$ cat config.mk
export PLATFORM = sky130hd
export DESIGN_NAME = tx_clk_supervisor
export DESIGN_NICKNAME = d
export VERILOG_FILES = /design/src/rtl/tx_clksup_pkg.sv /design/src/rtl/clk_loss_mon.sv /design/src/rtl/src_select.sv /design/src/rtl/event_status.sv /design/src/rtl/tx_clk_supervisor.sv
export SDC_FILE = /design/constraint.sdc
export NUM_CORES = 1
export LEC_CHECK = 0
export BUFFER_PORTS_ARGS = -buffer_cell sky130_fd_sc_hd__buf_2
export CORE_MARGIN = 3
export CORE_UTILIZATION = 55
export CTS_CLUSTER_SIZE = 20
export DETAILED_ROUTE_END_ITERATION = 8
export PLACE_DENSITY_LB_ADDON = 0.2
export SYNTH_ARGS = -nofsm -noshare
export SYNTH_HDL_FRONTEND = slang
export SYNTH_SLANG_ARGS = --single-unit
$ cat constraint.sdc
create_clock -name clk -period 3.4 [get_ports clk]
set_input_delay 0.68 -clock clk [delete_from_list [all_inputs] [get_ports clk]]
set_output_delay 0.68 -clock clk [all_outputs]
set_load 0.005 [all_outputs]
$ cat src/rtl/tx_clksup_pkg.sv
package tx_clksup_pkg;

    typedef enum logic {
        SRC_TXIN = 1'b0,
        SRC_OSC  = 1'b1
    } tx_src_e;

    typedef enum logic {
        REF_TXIN     = 1'b0,
        REF_FALLBACK = 1'b1
    } osc_ref_e;

    typedef enum logic {
        MODE_E1 = 1'b0,
        MODE_T1 = 1'b1
    } line_mode_e;

    localparam int unsigned EV_TXSEL = 0;
    localparam int unsigned EV_REF   = 1;
    localparam int unsigned EV_N     = 2;

    typedef struct packed {
        tx_src_e  tx;
        osc_ref_e rf;
    } sel_state_t;

    function automatic int unsigned nominal_tmo(line_mode_e m,
                                                int unsigned e1,
                                                int unsigned t1);
        return (m == MODE_T1) ? t1 : e1;
    endfunction

endpackage

$ cat src/rtl/clk_loss_mon.sv
module clk_loss_mon #(
    parameter int unsigned TMO_W      = 8,
    parameter int unsigned MISS_LIMIT = 4,
    parameter int unsigned GOOD_LIMIT = 8
) (
    input  logic             clk,
    input  logic             rst,
    input  logic             clk_in,
    input  logic [TMO_W-1:0] tmo_i,
    output logic             lost_o
);
    localparam int unsigned MISS_W = $clog2(MISS_LIMIT + 1);
    localparam int unsigned GOOD_W = $clog2(GOOD_LIMIT + 1);

    logic [2:0]        sh_q;
    logic              rise;
    logic [TMO_W-1:0]  gap_q;
    logic              timeout;
    logic [MISS_W-1:0] miss_q;
    logic [GOOD_W-1:0] good_q;
    logic              lost_q;

    assign rise    = sh_q[1] & ~sh_q[2];
    assign timeout = !rise && (gap_q == tmo_i - TMO_W'(1));

    always_ff @(posedge clk) begin
        if (rst) begin
            sh_q   <= '0;
            gap_q  <= '0;
            miss_q <= '0;
            good_q <= '0;
            lost_q <= 1'b0;
        end else begin
            sh_q <= {sh_q[1:0], clk_in};

            if (rise || timeout) gap_q <= '0;
            else                 gap_q <= gap_q + TMO_W'(1);

            if (rise)
                miss_q <= '0;
            else if (timeout && miss_q != MISS_W'(MISS_LIMIT))
                miss_q <= miss_q + MISS_W'(1);

            if (!lost_q || timeout)
                good_q <= '0;
            else if (rise)
                good_q <= (good_q == GOOD_W'(GOOD_LIMIT - 1)) ? '0 : good_q + GOOD_W'(1);

            if (!lost_q && timeout && miss_q == MISS_W'(MISS_LIMIT - 1))
                lost_q <= 1'b1;
            else if (lost_q && rise && good_q == GOOD_W'(GOOD_LIMIT - 1))
                lost_q <= 1'b0;
        end
    end

    assign lost_o = lost_q;


    loss_on_timeout_chk: assert property (@(posedge clk) disable iff (rst)
        $rose(lost_q) |-> !$past(rise));


    clear_on_edge_chk: assert property (@(posedge clk) disable iff (rst)
        $fell(lost_q) |-> $past(rise));

endmodule

$ cat src/rtl/src_select.sv
module src_select
    import tx_clksup_pkg::*;
(
    input  logic            clk,
    input  logic            rst,
    input  logic            auto_en_i,
    input  logic            tx_lost_i,
    output sel_state_t      sel_o,
    output logic [EV_N-1:0] ev_o
);
    logic       auto_q;
    logic       auto_fall;
    sel_state_t sel_q;
    sel_state_t sel_nxt;

    assign auto_fall = auto_q & ~auto_en_i;

    always_comb begin
        sel_nxt.tx = (auto_en_i && tx_lost_i) ? SRC_OSC : SRC_TXIN;
        sel_nxt.rf = (auto_en_i && tx_lost_i && sel_q.tx == SRC_OSC)
                     ? REF_FALLBACK : REF_TXIN;
        ev_o[EV_TXSEL] = (sel_nxt.tx != sel_q.tx) | auto_fall;
        ev_o[EV_REF]   = (sel_nxt.rf != sel_q.rf) | auto_fall;
    end

    always_ff @(posedge clk) begin
        if (rst) begin
            auto_q <= 1'b0;
            sel_q  <= '{tx: SRC_TXIN, rf: REF_TXIN};
        end else begin
            auto_q <= auto_en_i;
            sel_q  <= sel_nxt;
        end
    end

    assign sel_o = sel_q;


    force_back_chk: assert property (@(posedge clk) disable iff (rst)
        !auto_en_i |=> (sel_q.tx == SRC_TXIN && sel_q.rf == REF_TXIN));


    ref_follows_chk: assert property (@(posedge clk) disable iff (rst)
        (sel_q.rf == REF_FALLBACK) |-> (sel_q.tx == SRC_OSC));

endmodule

$ cat src/rtl/event_status.sv
module event_status
    import tx_clksup_pkg::*;
(
    input  logic            clk,
    input  logic            rst,
    input  logic [EV_N-1:0] ev_i,
    input  logic            clr_i,
    input  logic [EV_N-1:0] mask_i,
    output logic [EV_N-1:0] sticky_o,
    output logic            irq_o
);
    logic [EV_N-1:0] sticky_q;

    for (genvar b = 0; b < EV_N; b++) begin : g_bit
        always_ff @(posedge clk) begin
            if (rst)        sticky_q[b] <= 1'b0;
            else if (ev_i[b]) sticky_q[b] <= 1'b1;
            else if (clr_i) sticky_q[b] <= 1'b0;
        end


        event_sets_chk: assert property (@(posedge clk) disable iff (rst)
            ev_i[b] |=> sticky_q[b]);


        sticky_hold_chk: assert property (@(posedge clk) disable iff (rst)
            (sticky_q[b] && !clr_i) |=> sticky_q[b]);
    end

    assign sticky_o = sticky_q;
    assign irq_o    = |(sticky_q & ~mask_i);

endmodule

$ cat src/rtl/tx_clk_supervisor.sv
module tx_clk_supervisor
    import tx_clksup_pkg::*;
#(
    parameter int unsigned TMO_E1     = 73,
    parameter int unsigned TMO_T1     = 97,
    parameter int unsigned MISS_LIMIT = 4,
    parameter int unsigned GOOD_LIMIT = 8
) (
    input  logic       clk,
    input  logic       rst,
    input  logic       mode_t1_i,
    input  logic       auto_en_i,
    input  logic       txclk_i,
    input  logic       fbclk_i,
    input  logic       clr_sticky_i,
    input  logic [1:0] mask_i,
    input  logic       centre_i,
    output logic       tx_sel_o,
    output logic       ref_sel_o,
    output logic       tx_lost_o,
    output logic       fb_lost_o,
    output logic [1:0] sticky_o,
    output logic       irq_o,
    output logic       centre_o
);
    localparam int unsigned TMO_MAX = (TMO_E1 > TMO_T1) ? TMO_E1 : TMO_T1;
    localparam int unsigned TMO_W   = $clog2(TMO_MAX + 1);

    line_mode_e      mode;
    logic [TMO_W-1:0] tmo;
    logic [1:0]      clk_vec;
    logic [1:0]      lost_vec;
    sel_state_t      sel;
    logic [EV_N-1:0] ev;
    logic            centre_q;

    assign mode    = line_mode_e'(mode_t1_i);
    assign tmo     = TMO_W'(nominal_tmo(mode, TMO_E1, TMO_T1));
    assign clk_vec = {fbclk_i, txclk_i};

    for (genvar i = 0; i < 2; i++) begin : g_mon
        clk_loss_mon #(
            .TMO_W      (TMO_W),
            .MISS_LIMIT (MISS_LIMIT),
            .GOOD_LIMIT (GOOD_LIMIT)
        ) u_mon (
            .clk    (clk),
            .rst    (rst),
            .clk_in (clk_vec[i]),
            .tmo_i  (tmo),
            .lost_o (lost_vec[i])
        );
    end

    src_select u_sel (
        .clk       (clk),
        .rst       (rst),
        .auto_en_i (auto_en_i),
        .tx_lost_i (lost_vec[0]),
        .sel_o     (sel),
        .ev_o      (ev)
    );

    event_status u_stat (
        .clk      (clk),
        .rst      (rst),
        .ev_i     (ev),
        .clr_i    (clr_sticky_i),
        .mask_i   (mask_i),
        .sticky_o (sticky_o),
        .irq_o    (irq_o)
    );

    always_ff @(posedge clk) begin
        if (rst) centre_q <= 1'b0;
        else     centre_q <= centre_i;
    end

    assign tx_sel_o  = sel.tx;
    assign ref_sel_o = sel.rf;
    assign tx_lost_o = lost_vec[0];
    assign fb_lost_o = lost_vec[1];
    assign centre_o  = centre_q;


    centre_delay_chk: assert property (@(posedge clk) disable iff (rst)
        $past(centre_i) == centre_o);


    fb_no_sel_chk: assert property (@(posedge clk) disable iff (rst)
        (!lost_vec[0] && $past(!lost_vec[0])) |-> (sel.tx == SRC_TXIN));

endmodule

Yosys cells after proc, flatten, opt, wreduce, memory -nomap -nowiden:

Cells that the tools add are included.
W data, S select, Z words.

* multiplexer cells: 12
* $add $sub $neg: 7
* equal/unequal tests: 10
* bitwise logic cells: 10
* reduce and logical (&&, ||, !) cells: 33

Operator list (number)
* $add A7 B1 Y7 const B: 2
* $eq A7 B7 Y1: 2
* $logic_and A1 B1 Y1: 14
* $reduce_or A2 Y1: 7
* $mux W1: 9
* $add A4 B1 Y4 const B: 2
* $eq A4 B3 Y1 const B: 2
* $mux W4: 2
* $reduce_bool A2 Y1: 4
* $sub A7 B1 Y7 const B: 1
* $add A3 B1 Y3 const B: 2
* $eq A3 B2 Y1 const B: 2
* $mux W6: 1
* $ne A3 B3 Y1 const B: 2
* $logic_not A1 Y1: 4
* $logic_or A1 B1 Y1: 4
* $and A1 B1 Y1: 3
* $not A1 Y1: 3
* $and A2 B2 Y2: 1
* $ne A1 B1 Y1: 2
* $not A2 Y2: 1
* $or A1 B1 Y1: 2

* output and inout port bits: 8
* input bits: 10
* flip-flop bits (word level): 42
* word-level logic and storage cells: 88

Logic depth before layout (Yosys ltp):

* depth after elaboration: 7
* depth in mapped cells: 6
* depth with buffers taken out: 6

Modules after synthesis:

A second synthesis with hierarchy kept.

* cells, all modules: 250
* area, all modules: 2343.5 um2

Modules (own cells, without submodules)
* clk_loss_mon: area each 1041.0 um2, sequential area each 360.3 um2, cells an instance 111, times used 2
* src_select: area each 132.6 um2, sequential area each 60.1 um2, cells an instance 12, times used 1
* event_status: area each 83.8 um2, sequential area each 40.0 um2, cells an instance 11, times used 1
* tx_clk_supervisor: area each 45.0 um2, sequential area each 20.0 um2, cells an instance 5, times used 1

Worst setup path after synthesis:

OpenSTA, ideal clock, no wires.

* path kind: input -> register
* from: in mode_t1_i
* to: reg g_mon[0].u_mon.miss_q[1]
* setup slack: 1715 ps
* stages: 4
* arrival: 1569 ps
* cell sequence: or3b_4 > a211oi_4 > and2_2 > o21ai_2

* longest elaborated chain between the ends: 5

RTL lines
* from (decl): RTL line tx_clk_supervisor.sv:11 `input logic mode_t1_i,`
* $mux W6: RTL line tx_clksup_pkg.sv:30 `return (m == MODE_T1) ? t1 : e1;`
* $sub A7 B1 Y7: RTL line clk_loss_mon.sv:24 `assign timeout = !rise && (gap_q == tmo_i - TMO_W'(1));`
* $eq A7 B7 Y1: RTL line clk_loss_mon.sv:24
* $logic_and A1 B1 Y1: RTL line clk_loss_mon.sv:24
* $logic_and A1 B1 Y1: RTL line clk_loss_mon.sv:41 `else if (timeout && miss_q != MISS_W'(MISS_LIMIT))`
* to (signal assigned): RTL line clk_loss_mon.sv:42 `miss_q <= miss_q + MISS_W'(1);`
* to (decl): RTL line clk_loss_mon.sv:19 `logic [MISS_W-1:0] miss_q;`

Every way passes these cells.
A chain may end at the register's enable or synchronous reset.

Final worst setup path:

* from: in mask_i[0]
* to: out irq_o

* longest elaborated chain between the ends: 3

RTL lines
* from (decl): RTL line tx_clk_supervisor.sv:16 `input logic [1:0] mask_i,`
* $not A2 Y2: RTL line event_status.sv:31 `assign irq_o = |(sticky_q & ~mask_i);`
* $and A2 B2 Y2: RTL line event_status.sv:31
* $reduce_or A2 Y1: RTL line event_status.sv:31
* to (decl): RTL line tx_clk_supervisor.sv:23 `output logic irq_o,`

Every way passes these cells.

==> impl_metrics.csv <==
group,metric,value,unit
run_status,status,"completed",
timing,slew_headroom,65.3,%
clock_tree,clock-root-buffer,"clkbuf_4",
setup_path,cp-start-kind,"input pin",
global_routing,grt_max_degree,19,
layout,drive_above_1_share,15.8,%
routing,num_vias,1381,
setup_path,max_stage_delay,0.13,ns
flow_run,cap_violations,0,
placed_design,gp_congestion,0.795,
clock_tree,cts_buffer_depth,2,
yosys,synth-seq-cells,42,
yosys,synthCells,198,
yosys,synth_top_family_by_area,"simple AND/OR/NAND/NOR gates",
yosys,synth-simple-area-share,23.6,%
yosys,syn_avg_cell_area,9.35,µm²
die,start_util,59.2,%
die,dieArea,4100,µm²
layout,final_common_cell,"dfxtp_1",
power,power.total,805,µW
routing,drcViolationCount,0,
die,die_h,64.0,µm
yosys,syn_nets,221,
routing,drtAntennaViolNets,0,
setup_path,path_class,"input pin to output pin",
yosys,synth_mux_area_share,1.08,%
global_routing,grt_overflow,0,
yosys,synth-compound-area-share,11.4,%
timing,final-hold-violation-count,0,
die,core,3130,µm²
global_routing,antenna_found_initial,0,
layout,fin_util,65.3,%
yosys,ys_seq_area_share,45.4,%
die,rows,20,
routing,wl_per_cell,11.8,µm
timing,worst_slew_pin_slew,0.520,ns
power,p_leak,0.000790,µW
yosys,synth-adder-area-share,8.79,%
timing,fin_skew,0.00585,ns
layout,mostFrequentLayoutCells,"dfxtp_1 (42), nor2_1 (23), nand2_1 (20), buf_2 (17), inv_1 (15)",
layout,fin_nets,243,
clock_tree,path_clk_slew,0.11,ns
setup_path,required,2.72,ns
timing,tns,0,ns
timing,holdWs,0.453,ns
global_routing,grt_first_pass_wirelength,5.73,mm
layout,antennaDiodeCount,0,
timing,fmax,585,MHz
setup_path,crit_family,"buffers and inverters",
timing,min_period,1.71,ns
placed_design,place_area,1980,µm²
setup_path,slowest_stage,"o22ai_1",
timing,slew_viol_final,0,
setup_path,end_kind,"output pin",
power,ir_drop,0.308,mV
setup_path,cp_max_fo,1,
setup_path,path_cells,"buf_2 > o22ai_1 > buf_2",
layout,area_delta_synth_final,10.3,%
timing,setup_viol,0,
placed_design,place_hpwl,2.41,mm
clock_tree,htreeDepth,2,
yosys,yosys_warnings,0,
layout,post-route-cell-area,2040,µm²
routing,wirelength,3.13,mm
setup_path,cp_num_buf_inv,2,
worst_hold_path,hold_class,"flop to flop",
clock_tree,hold_buffers,0,
yosys,synthXorXnorAreaFrac,6.15,%
placed_design,numPortBuffers,17,
yosys,synth.distinct_cells,42,
yosys,synth_area,1850,µm²
layout,regArea,841,µm²
clock_tree,cts_made_buffers,5,
power,p_per_area,394,nW/µm²
global_routing,grt_pass1_vias,1413,
routing,drt-vias-per-instance,5.21,
clock_tree,clock_latency,0.35,ns
timing,grt_setup_unrepaired,"false",
layout,fill_cells,274,
timing,period_share,50.3,%
setup_path,worstPathArrival,1.03,ns
layout,multiInputGateArea,945,µm²
routing,drtIter0Drc,74,
routing,drt-pass1-iter-count,4,
clock_tree,post_cts_buffers,0,
die,die_w,64.0,µm
clock_tree,cts_tree,"done",
global_routing,groute.usage.overall,17.6,%
setup_path,crit_top_cell,"buf_2",
die,ios,18,
clock_tree,post_cts_resized,0,
clock_tree,cts.sinks,42,
-- registers in the layout (all words and copies together), names as in the netlist --
register            flops
g_mon.u_mon.lost_o      2
u_sel.auto_q            1
g_mon.u_mon.good_q      8
g_mon.u_mon.miss_q      6
g_mon.u_mon.sh_q        6
g_mon.u_mon.gap_q      14
u_sel.sel_o             2
centre_o                1
u_stat.sticky_o         2
-- layer usage --
layer  vias to the layer above  share of wire, %  track usage, %
li1                        706                 -               -
met1                       638                45            20.1
met2                        31                49            30.2
met3                         6               4.8            4.75
met4                         0              0.96            8.36
met5                         -                 0               0
-- worst paths after layout --
path	end	start	slack, ns	cells past startpoint
worst max register to register	g_mon[0].u_mon.good_q[1]	g_mon[0].u_mon.gap_q[0]	1.75	6
worst min-delay path	g_mon[0].u_mon.sh_q[1]	g_mon[0].u_mon.sh_q[0]	0.45	1
worst min register to register	g_mon[0].u_mon.sh_q[1]	g_mon[0].u_mon.sh_q[0]	0.45	1
worst max-delay path	irq_o	mask_i[0]	1.69	3
-- kinds of logic (layout without fill, tap and decap cells) --
family / count (synthesis) / in the layout
xor gates and xnor gates: 13 / 13
DFF: 42 / 42
and+or+nand+nor: 84 / 84
adders and majority gates: 13 / 13
AOI/OAI and AO/OA: 27 / 27
buffers and inverters: 17 / 40
muxes: 2 / 2
-- worst register-to-register path, cell delays in order, from the launching register on --
cell and delay (ns):
dfxtp_1 0.40, inv_1 0.06, ha_1 0.20, nand4bb_1 0.21, a211oi_4 0.09, or3b_2 0.50, a21oi_1 0.14
-- synth_stat cells (all sizes together) --
master,number,area share [%]
dfxtp,42,45
nor2,23,4.7
nand2,20,4.1
inv,15,3.0
ha,13,8.8
nor2b,11,3.7
a21oi,9,2.4
xnor2,7,3.3
xor2,6,2.8
nand3,5,1.6
nand4,5,1.7
and3,4,1.4
nand2b,4,1.4
and2,3,1.1
o21ai,3,1.0
a211oi,2,1.8
a21boi,2,1.0
a21o,2,0.95
a311oi,2,0.95
clkbuf,2,0.47
mux2i,2,1.1
or3,2,0.68
or3b,2,1.1
a2bb2oi,1,0.47
a31oi,1,0.34
a32oi,1,0.47
and2b,1,0.41
and3b,1,0.47
nand3b,1,0.41
nand4bb,1,0.61
nor3b,1,0.41
o2111ai,1,0.81
o211ai,1,0.41
o22ai,1,0.34
o41ai,1,0.47
-- area by class of cell --
class	instances	share of cell area (%)
inverters	15	2.76
clock inverters	1	0.245
multi-input cells	139	46.3
repair buffers	17	4.17
flip-flops and latches	42	41.2
well taps	44	2.70
clock buffers	7	2.70
-- per-stage QoR --
step,cells,setup slack (ns)
final,265,1.69
after global routing,265,1.58
after CTS,265,1.67
after detailed placement,257,1.47
after global placement,257,1.49
after floorplan,198,1.72
-- where the power goes --
part	switching, µW	total (µW)	internal, µW	leakage [µW]
Clock	153	253	100	0.0000353
Sequential	7.22	510	503	0.000341
Combinational	23.3	41.3	18.0	0.000413
Total	184	805	621	0.000790
Power figures use the tool's default switching activity.
